### config.mk
export PLATFORM = sky130hd
export DESIGN_NAME = kbd_link_dev
export DESIGN_NICKNAME = d
export VERILOG_FILES = /design/src/rtl/kbd_link_pkg.sv /design/src/rtl/kbd_sync.sv /design/src/rtl/kbd_tick.sv /design/src/rtl/kbd_frame.sv /design/src/rtl/kbd_fsm.sv /design/src/rtl/kbd_link_dev.sv
export SDC_FILE = /design/constraint.sdc
export NUM_CORES = 1
export LEC_CHECK = 0
export ABC_CLOCK_PERIOD_IN_PS = 2100
export BUFFER_PORTS_ARGS = -buffer_cell sky130_fd_sc_hd__buf_2
export CAP_MARGIN = 20
export CORE_MARGIN = 3
export CORE_UTILIZATION = 40
export CTS_CLUSTER_SIZE = 28
export DETAILED_ROUTE_END_ITERATION = 6
export GPL_TIMING_DRIVEN = 0
export PLACE_DENSITY = 0.65
export RECOVER_POWER = 100
export SYNTH_ARGS = -nofsm -noshare
export SYNTH_HDL_FRONTEND = slang
export SYNTH_SLANG_ARGS = --single-unit
### constraint.sdc
create_clock -name clk -period 2.1 [get_ports clk]
set_input_delay 0.315 -clock clk [delete_from_list [all_inputs] [get_ports clk]]
set_output_delay 0.315 -clock clk [all_outputs]
set_load 0.01 [all_outputs]
### src/rtl/kbd_link_pkg.sv
package kbd_link_pkg;

    typedef enum logic [2:0] {
        ST_IDLE,
        ST_TX_HI,
        ST_TX_LO,
        ST_RX_LO,
        ST_RX_HI
    } link_state_e;

    // clocks per frame and index of the last clock
    localparam int FRAME_CLKS = 11;
    localparam int LAST_IDX   = FRAME_CLKS - 1;
    // highest clock index (0-based) at which host contention aborts
    localparam int GUARD_IDX  = 9;
    // data+parity bits shifted in on receive
    localparam int RX_BITS    = 9;

    function automatic logic odd_parity(input logic [7:0] b);
        return ~(^b);
    endfunction

endpackage

### src/rtl/kbd_sync.sv
module kbd_sync #(
    parameter int LINES  = 2,
    parameter int STAGES = 2
) (
    input  logic             clk,
    input  logic             rst_n,
    input  logic [LINES-1:0] din,
    output logic [LINES-1:0] dout
);
    for (genvar g = 0; g < LINES; g++) begin : g_line
        logic [STAGES-1:0] chain;
        always_ff @(posedge clk or negedge rst_n) begin
            if (!rst_n) begin
                chain <= '1;
            end else begin
                chain <= {chain[STAGES-2:0], din[g]};
            end
        end
        assign dout[g] = chain[STAGES-1];
    end
endmodule

### src/rtl/kbd_tick.sv
module kbd_tick #(
    parameter int HALF_CYC = 5000
) (
    input  logic clk,
    input  logic rst_n,
    output logic tick,
    output logic mid
);
    localparam int CW   = (HALF_CYC > 1) ? $clog2(HALF_CYC) : 1;
    localparam int HALF = HALF_CYC / 2;

    logic [CW-1:0] cnt;

    always_ff @(posedge clk or negedge rst_n) begin
        if (!rst_n) begin
            cnt <= '0;
        end else if (cnt == CW'(HALF_CYC - 1)) begin
            cnt <= '0;
        end else begin
            cnt <= cnt + 1'b1;
        end
    end

    assign tick = (cnt == CW'(HALF_CYC - 1));
    assign mid  = (cnt == CW'(HALF - 1));
endmodule

### src/rtl/kbd_frame.sv
module kbd_frame
    import kbd_link_pkg::*;
(
    input  logic [7:0]         tx_data,
    output logic [10:0]        tx_frame,
    input  logic [RX_BITS-1:0] rx_bits,
    output logic [7:0]         rx_data,
    output logic               rx_par_ok
);
    // bit 0 goes first on the wire
    assign tx_frame  = {1'b1, odd_parity(tx_data), tx_data, 1'b0};
    assign rx_data   = rx_bits[7:0];
    assign rx_par_ok = ^rx_bits;
endmodule

### src/rtl/kbd_fsm.sv
module kbd_fsm
    import kbd_link_pkg::*;
(
    input  logic               clk,
    input  logic               rst_n,
    input  logic               tick,
    input  logic               mid,
    input  logic               clk_s,
    input  logic               dat_s,
    input  logic [7:0]         tx_byte,
    input  logic               tx_valid,
    output logic               tx_ready,
    output logic [7:0]         buf_byte,
    input  logic [10:0]        tx_frame,
    output logic [RX_BITS-1:0] rx_bits,
    input  logic [7:0]         rx_data,
    input  logic               rx_par_ok,
    output logic               ps_clk_oe,
    output logic               ps_dat_oe,
    output logic [7:0]         rx_byte,
    output logic               rx_valid,
    output logic               rx_err,
    output logic               tx_abort
);
    link_state_e state, state_nx;
    logic [3:0]  idx;
    logic        pend;
    logic        drv_q;
    logic        ack;

    logic last_clk, guarded;
    logic go_tx, go_rx, contend, tx_fin, rx_fin;

    assign last_clk = (idx == 4'(LAST_IDX));
    assign guarded  = (idx <= 4'(GUARD_IDX));
    assign go_rx    = (state == ST_IDLE) && tick && clk_s && !dat_s;
    assign go_tx    = (state == ST_IDLE) && tick && clk_s && dat_s && pend;
    assign contend  = (state == ST_TX_HI) && tick && !clk_s && guarded;
    assign tx_fin   = (state == ST_TX_LO) && tick && last_clk;
    assign rx_fin   = (state == ST_RX_HI) && tick && last_clk;

    // state register
    always_ff @(posedge clk or negedge rst_n) begin
        if (!rst_n) begin
            state <= ST_IDLE;
        end else begin
            state <= state_nx;
        end
    end

    // next-state logic
    always_comb begin
        state_nx = state;
        unique case (state)
            ST_IDLE: begin
                if (go_rx)      state_nx = ST_RX_LO;
                else if (go_tx) state_nx = ST_TX_HI;
            end
            ST_TX_HI: begin
                if (contend)   state_nx = ST_IDLE;
                else if (tick) state_nx = ST_TX_LO;
            end
            ST_TX_LO: begin
                if (tx_fin)    state_nx = ST_IDLE;
                else if (tick) state_nx = ST_TX_HI;
            end
            ST_RX_LO: begin
                if (tick) state_nx = ST_RX_HI;
            end
            ST_RX_HI: begin
                if (rx_fin)    state_nx = ST_IDLE;
                else if (tick) state_nx = ST_RX_LO;
            end
            default: state_nx = ST_IDLE;
        endcase
    end

    // datapath: bit index, buffer, shift register, result pulses
    always_ff @(posedge clk or negedge rst_n) begin
        if (!rst_n) begin
            idx      <= '0;
            pend     <= 1'b0;
            buf_byte <= '0;
            rx_bits  <= '0;
            drv_q    <= 1'b0;
            ack      <= 1'b0;
            rx_byte  <= '0;
            rx_valid <= 1'b0;
            rx_err   <= 1'b0;
            tx_abort <= 1'b0;
        end else begin
            rx_valid <= 1'b0;
            rx_err   <= 1'b0;
            tx_abort <= contend;

            if (tx_valid && !pend) begin
                pend     <= 1'b1;
                buf_byte <= tx_byte;
            end else if (tx_fin) begin
                pend <= 1'b0;
            end

            if (state == ST_IDLE) begin
                idx   <= '0;
                drv_q <= 1'b0;
                ack   <= 1'b0;
            end else if (tick && !last_clk &&
                         (state == ST_TX_LO || state == ST_RX_HI)) begin
                idx <= idx + 1'b1;
            end

            // new data bit mid-way through the high half
            if (state == ST_TX_HI && mid) begin
                drv_q <= ~tx_frame[idx];
            end

            if (state == ST_RX_HI && tick) begin
                if (idx < 4'(RX_BITS)) begin
                    rx_bits <= {dat_s, rx_bits[RX_BITS-1:1]};
                end
                if (idx == 4'(RX_BITS)) begin
                    ack <= dat_s;
                end
            end

            if (rx_fin) begin
                if (ack && rx_par_ok) begin
                    rx_valid <= 1'b1;
                    rx_byte  <= rx_data;
                end else begin
                    rx_err <= 1'b1;
                end
            end
        end
    end

    // outputs
    always_comb begin
        ps_clk_oe = 1'b0;
        ps_dat_oe = 1'b0;
        unique case (state)
            ST_IDLE:  ;
            ST_TX_HI: ps_dat_oe = drv_q;
            ST_TX_LO: begin
                ps_clk_oe = 1'b1;
                ps_dat_oe = drv_q;
            end
            ST_RX_LO: begin
                ps_clk_oe = 1'b1;
                ps_dat_oe = last_clk && ack;
            end
            ST_RX_HI: ps_dat_oe = last_clk && ack;
            default:  ;
        endcase
        tx_ready = !pend;
    end

    p_tx_start_lines_high_r3: assert property (@(posedge clk) disable iff (!rst_n)
        (state == ST_TX_HI && $past(state) == ST_IDLE) |-> $past(clk_s && dat_s));

    p_dat_stable_fall_r4: assert property (@(posedge clk) disable iff (!rst_n)
        ($rose(ps_clk_oe) && state == ST_TX_LO) |-> $stable(ps_dat_oe));

    p_dat_stable_rise_r4: assert property (@(posedge clk) disable iff (!rst_n)
        ($fell(ps_clk_oe) && state == ST_TX_HI) |-> $stable(ps_dat_oe));

    p_abort_holds_byte_r5: assert property (@(posedge clk) disable iff (!rst_n)
        tx_abort |-> (!tx_ready && !ps_clk_oe && !ps_dat_oe));

    p_result_exclusive_r9: assert property (@(posedge clk) disable iff (!rst_n)
        !(rx_valid && rx_err));

    p_accept_drops_ready_r12: assert property (@(posedge clk) disable iff (!rst_n)
        (tx_valid && tx_ready) |=> !tx_ready);
endmodule

### src/rtl/kbd_link_dev.sv
module kbd_link_dev
    import kbd_link_pkg::*;
#(
    parameter int HALF_CYC = 5000
) (
    input  logic       clk,
    input  logic       rst_n,
    input  logic       ps_clk_i,
    input  logic       ps_dat_i,
    output logic       ps_clk_oe,
    output logic       ps_dat_oe,
    input  logic [7:0] tx_byte,
    input  logic       tx_valid,
    output logic       tx_ready,
    output logic [7:0] rx_byte,
    output logic       rx_valid,
    output logic       rx_err,
    output logic       tx_abort
);
    logic [1:0]         lines_s;
    logic               tick, mid;
    logic [7:0]         buf_byte, rx_data;
    logic [10:0]        tx_frame;
    logic [RX_BITS-1:0] rx_bits;
    logic               rx_par_ok;

    kbd_sync #(.LINES(2), .STAGES(2)) u_sync (
        .clk  (clk),
        .rst_n(rst_n),
        .din  ({ps_dat_i, ps_clk_i}),
        .dout (lines_s)
    );

    kbd_tick #(.HALF_CYC(HALF_CYC)) u_tick (
        .clk  (clk),
        .rst_n(rst_n),
        .tick (tick),
        .mid  (mid)
    );

    kbd_frame u_frame (
        .tx_data  (buf_byte),
        .tx_frame (tx_frame),
        .rx_bits  (rx_bits),
        .rx_data  (rx_data),
        .rx_par_ok(rx_par_ok)
    );

    kbd_fsm u_fsm (
        .clk      (clk),
        .rst_n    (rst_n),
        .tick     (tick),
        .mid      (mid),
        .clk_s    (lines_s[0]),
        .dat_s    (lines_s[1]),
        .tx_byte  (tx_byte),
        .tx_valid (tx_valid),
        .tx_ready (tx_ready),
        .buf_byte (buf_byte),
        .tx_frame (tx_frame),
        .rx_bits  (rx_bits),
        .rx_data  (rx_data),
        .rx_par_ok(rx_par_ok),
        .ps_clk_oe(ps_clk_oe),
        .ps_dat_oe(ps_dat_oe),
        .rx_byte  (rx_byte),
        .rx_valid (rx_valid),
        .rx_err   (rx_err),
        .tx_abort (tx_abort)
    );
endmodule

[Word-level counts from Yosys, hierarchy flattened]
Cells that the tools add are included.
Storage, ports and cells
  bits in registers: 55
  input bits: 13
  output and inout port bits: 14
Cells by class
  add/sub/neg operators: 2
  magnitude comparators: 3
  eq/ne operators: 13
  muxes and demuxes: 28
  bitwise logic cells: 2
  reductions and logical operators: 35
Operator list (count)
  $mux W3: 9
  $logic_and A1 B1 Y1: 18
  $pmux W3 S5: 1
  $add A13 B1 Y13 const B: 1
  $eq A13 B12 Y1 const B: 1
  $eq A13 B13 Y1 const B: 1
  $mux W1: 13
  $mux W13: 1
  $ne A3 B1 Y1 const B: 4
  $reduce_xor A9 Y1: 1
  $eq A4 B4 Y1 const B: 2
  $mux W4: 2
  $reduce_xor A8 Y1: 1
  $eq A3 B2 Y1 const B: 2
  $reduce_bool A2 Y1: 3
  $reduce_or A2 Y1: 3
  $lt A4 B5 Y1 const B: 1
  $reduce_and A5 Y1: 1
  $add A4 B1 Y4 const B: 1
  $bmux W1 S4: 1
  $le A4 B4 Y1 const B: 1
  $logic_not A1 Y1: 4
  $lt A4 B4 Y1 const B: 1
  $reduce_and A2 Y1: 2
  7 further kinds: 8

[Longest topological paths before layout]
  depth after elaboration: 8
  mapped depth: 8

[Hierarchy]
A second synthesis with hierarchy kept.
Unflattened totals
  cell total of the unflattened synthesis: 260
  area, all modules: 2941.6 µm²
By module, submodules not included
  kbd_fsm: instances 1, cells each 158, area an instance 1874.3 µm², seq. area each 950.9 µm²
  kbd_tick: instances 1, cells each 62, area an instance 660.6 µm², seq. area each 325.3 µm²
  kbd_frame: instances 1, cells each 34, area an instance 286.5 µm², seq. area each 0.0 µm²
  kbd_sync: instances 1, cells each 6, area an instance 120.1 µm², seq. area each 105.1 µm²

[Worst setup path after synthesis]
No wires, ideal clock.
  path type: register -> register
  start: register u_fsm.idx[0]
  end: register u_fsm.idx[3]
  library setup time: 0.140 ns
  data arrival time: 1.674 ns
  path slack: 0.285 ns
  cell stages (with the launch flop): 9
  period minus slack after synthesis: 1.815 ns
  path through: dfrtp_1 -> inv_1 -> ha_1 -> and3b_1 -> buf_2 -> nor3_1 -> nand3_1 -> xor2_1 -> nor2_1
Between the ends
  longest elaborated chain between the ends: 5
  elaborated cells between the ends (all ways): 8
  classes of those cells: add/sub (1); eq/ne (1); mux (2); reduce/logical (4)
Ends and longest elaborated chain
  start, declared: line kbd_fsm.sv:26  | logic [3:0] idx;
  start signal, assigned: line kbd_fsm.sv:109  | idx <= idx + 1'b1;
  branches (longest 5 deep; another with $add A4 B1 Y4)
Several ways; the timed one is not identified. The select of a mux whose other input is x is not followed.
A chain may end at the register's enable or synchronous reset.

[Final worst setup path]
  start: register u_fsm.idx[0]
  end: output port ps_dat_oe
Between the ends
  longest elaborated chain between the ends: 3
Ends and longest elaborated chain
  $eq A4 B4 Y1: line kbd_fsm.sv:34  | assign last_clk = (idx == 4'(LAST_IDX));
  $logic_and A1 B1 Y1: line kbd_fsm.sv:150, kbd_fsm.sv:152
  $pmux W1 S2: line kbd_fsm.sv:141  | unique case (state)
  end, declared: line kbd_link_dev.sv:11  | output logic ps_dat_oe,
No other way between the ends.

==> metrics <==
status completed; power per cell area 676 nW/µm²; share of cells above drive strength 1 28.0%; Worst Hold Class in -> reg; Primary FF master, synth dfrtp_1; vias in the first global route 1732; die area 7660 µm²; post-synthesis cell area 2660 µm²; synth warn 0; post-route ant nets 0; Power Total 2.07 mW; drt wl/cell 13.5 µm; CTS tree done; Hold Path Origin ps_clk_i; Final Max Slew Viols 0; Max VDD drop 0.482 mV; io pins 27; Cells after Synth 227; Root Driver clkbuf_8; n_diodes 0; Worst-path clk slew 110 ps; CP Class reg -> out; sequential share of power 57.2%; min Tclk post-route 2050 ps; syn_nets 245; clk_lat worst skew 310 ps; clk sink count 55; Routed WL 4650 µm; worst r2r src u_tick.cnt[0]; crit path from u_fsm.idx[0]; Final setup viols 0; Nets 285; kind of end point of the critical path primary output; Maximum Capacitance Violations 0; area delta synth->final 15.5%; Hold Buf Count CTS 0; total global routing overflow 0; RSZ-0062 raised after global routing true; largest net degree at the start of global routing 31; Longest Clk Path Bufs 2; Starting Density 41.6%; Post-synth EDFFs 0; Die Wd 87.5 µm; power share of the clock group 28.5%; Placeable Area 6390 µm²; via-per-instance ratio 5.09; final worst clock skew 12.2 ps; WHS 85.9 ps; period utilization 97.5%; critical path launch point type flop; die height 87.5 µm; ys async rst share 100%; first-iteration detailed-routing DRC count 90; Worst EP required 1780 ps; Max Fanout on Critical Path 2; P_leak 1.38 nW; Site Rows 29; routability cong. 0.771; #FFs+latches synth 55; fmax 489 MHz; H-tree depth 2; first-pass GRT wire length 8400 µm; Port Buffers 26; DR pass1 iterations 4; Comb power frac 14.4%; syn avg cell area 11.7 µm²; drt drc 0; Hold Vio Cnt, Final 0; Tightest Pin Transition 1420 ps; antenna violations before repair 0; DPL Wire Length 3300 µm; sw frac 25.0%; TritonCTS Buffers 5; gr usage total 13.9%; internal power 1.55 mW; Seq/Total Area, Yosys 52.0%; relative slew slack 5.28%; Crit path arrival time 1730 ps; via count 1755; switching pwr 0.519 mW; post-synth cell types 43
-- logic make-up after synthesis --
family,share of synthesized area [%]
simple gates,15.7
flops,52.0
xor+xnor,10.4
mux,12.7
compound gates,4.76
buf+inv,2.12
fa+ha+maj,2.35
-- path summary, 6_finish.rpt --
check | to | cells after the start | slack, ps
max | ps_dat_oe | 8 | 50
min | u_sync.g_line[0].chain[0] | 1 | 90
max reg2reg | u_fsm.rx_bits[6] | 6 | 90
min reg2reg | u_sync.g_line[0].chain[1] | 0 | 360
max in group asynchronous | u_fsm.idx[0] | 1 | 850
min in group asynchronous | u_fsm.rx_valid | 1 | 330
-- registers in the layout (all words and copies together), names as in the netlist --
signal	cells
u_fsm.buf_byte	8
u_fsm.rx_valid	1
u_sync.g_line.chain	4
u_fsm.pend	1
u_fsm.idx	4
u_fsm.rx_byte	8
u_fsm.state	3
u_fsm.rx_bits	9
u_fsm.tx_abort	1
u_fsm.drv_q	1
u_tick.cnt	13
u_fsm.rx_err	1
u_fsm.ack	1
-- metal layers --
metal,wire [µm],track usage (%)
met3,215,2.93
met4,42,3.77
met2,2080,20.8
met5,0,0
met1,2310,20.3
-- placed cells by master, fill, tap and decap left out, types with 5 or more instances in the layout --
master     n
dfrtp_1   49
mux2_2    28
clkbuf_1  18
xnor2_1   18
nand2_1   17
nor2_1    14
buf_2     13
xor2_1     9
nand3_1    9
buf_4      7
inv_1      6
nor2b_1    6
and3_1     5
clkbuf_8   5
-- cell usage after synthesis, types with 5 or more instances --
cell,count,area [µm²]
inv_1,7,26.3
o21ai_0,6,30.0
nand3_1,10,50.1
nor2_1,14,52.6
nand2_1,17,63.8
and3_1,5,31.3
dfrtp_1,51,1280
nor2b_1,6,37.5
ha_1,5,62.6
xor2_1,9,78.8
xnor2_1,18,158
mux2_2,28,315
-- area by class of cell --
type / instances / area [µm²]
clock inverter: 3 / 23.8
clock buffer: 5 / 68.8
tap: 77 / 96.3
buffer: 6 / 27.5
multi-input combinational: 158 / 1250
timing repair buffer: 34 / 185
sequential: 55 / 1380
inverter: 7 / 28.8
fill: 605 / 3320
-- power groups by stage --
stage | Combinational [mW] | Clock, mW | Sequential [mW]
3_3_place_gp | 0.297 | 0 | 1.21
4_1_cts | 0.306 | 0.619 | 1.19
6_report | 0.298 | 0.590 | 1.19
5_1_grt | 0.338 | 0.668 | 1.20
2_1_floorplan | 0.249 | 0 | 1.19
3_5_place_dp | 0.304 | 0 | 1.21
-- stage by stage --
step	setup slack (ps)	cells	utilization, %	cell area (µm²)	TNS [ps]
2_1_floorplan	285	227	-	2660	0
3_3_place_gp	-45.8	330	45.2	2880	-68.4
3_5_place_dp	-11.3	331	45.5	2900	-18.2
4_1_cts	-4.01	346	48.3	3080	-4.01
5_1_grt	-50.1	345	48.1	3070	-419
6_report	53.4	345	48.1	3070	0
-- worst max-delay path, stage by stage (launching register included) --
cell and delay, ps:
dfrtp_2 440, inv_4 80, ha_4 120, and3b_2 210, nand3_2 70, o21ai_1 100, a21oi_1 80, o22ai_1 170
buf_2 160
-- what timing repair did --
item | 4_1_cts | 5_1_grt
setup endpoints to repair | 5 | 19
pin swaps | 3 | 3
buffers inserted | 7 | 0
gates resized for setup | 10 | 6
No activity file was read; power rests on OpenSTA's default activity.
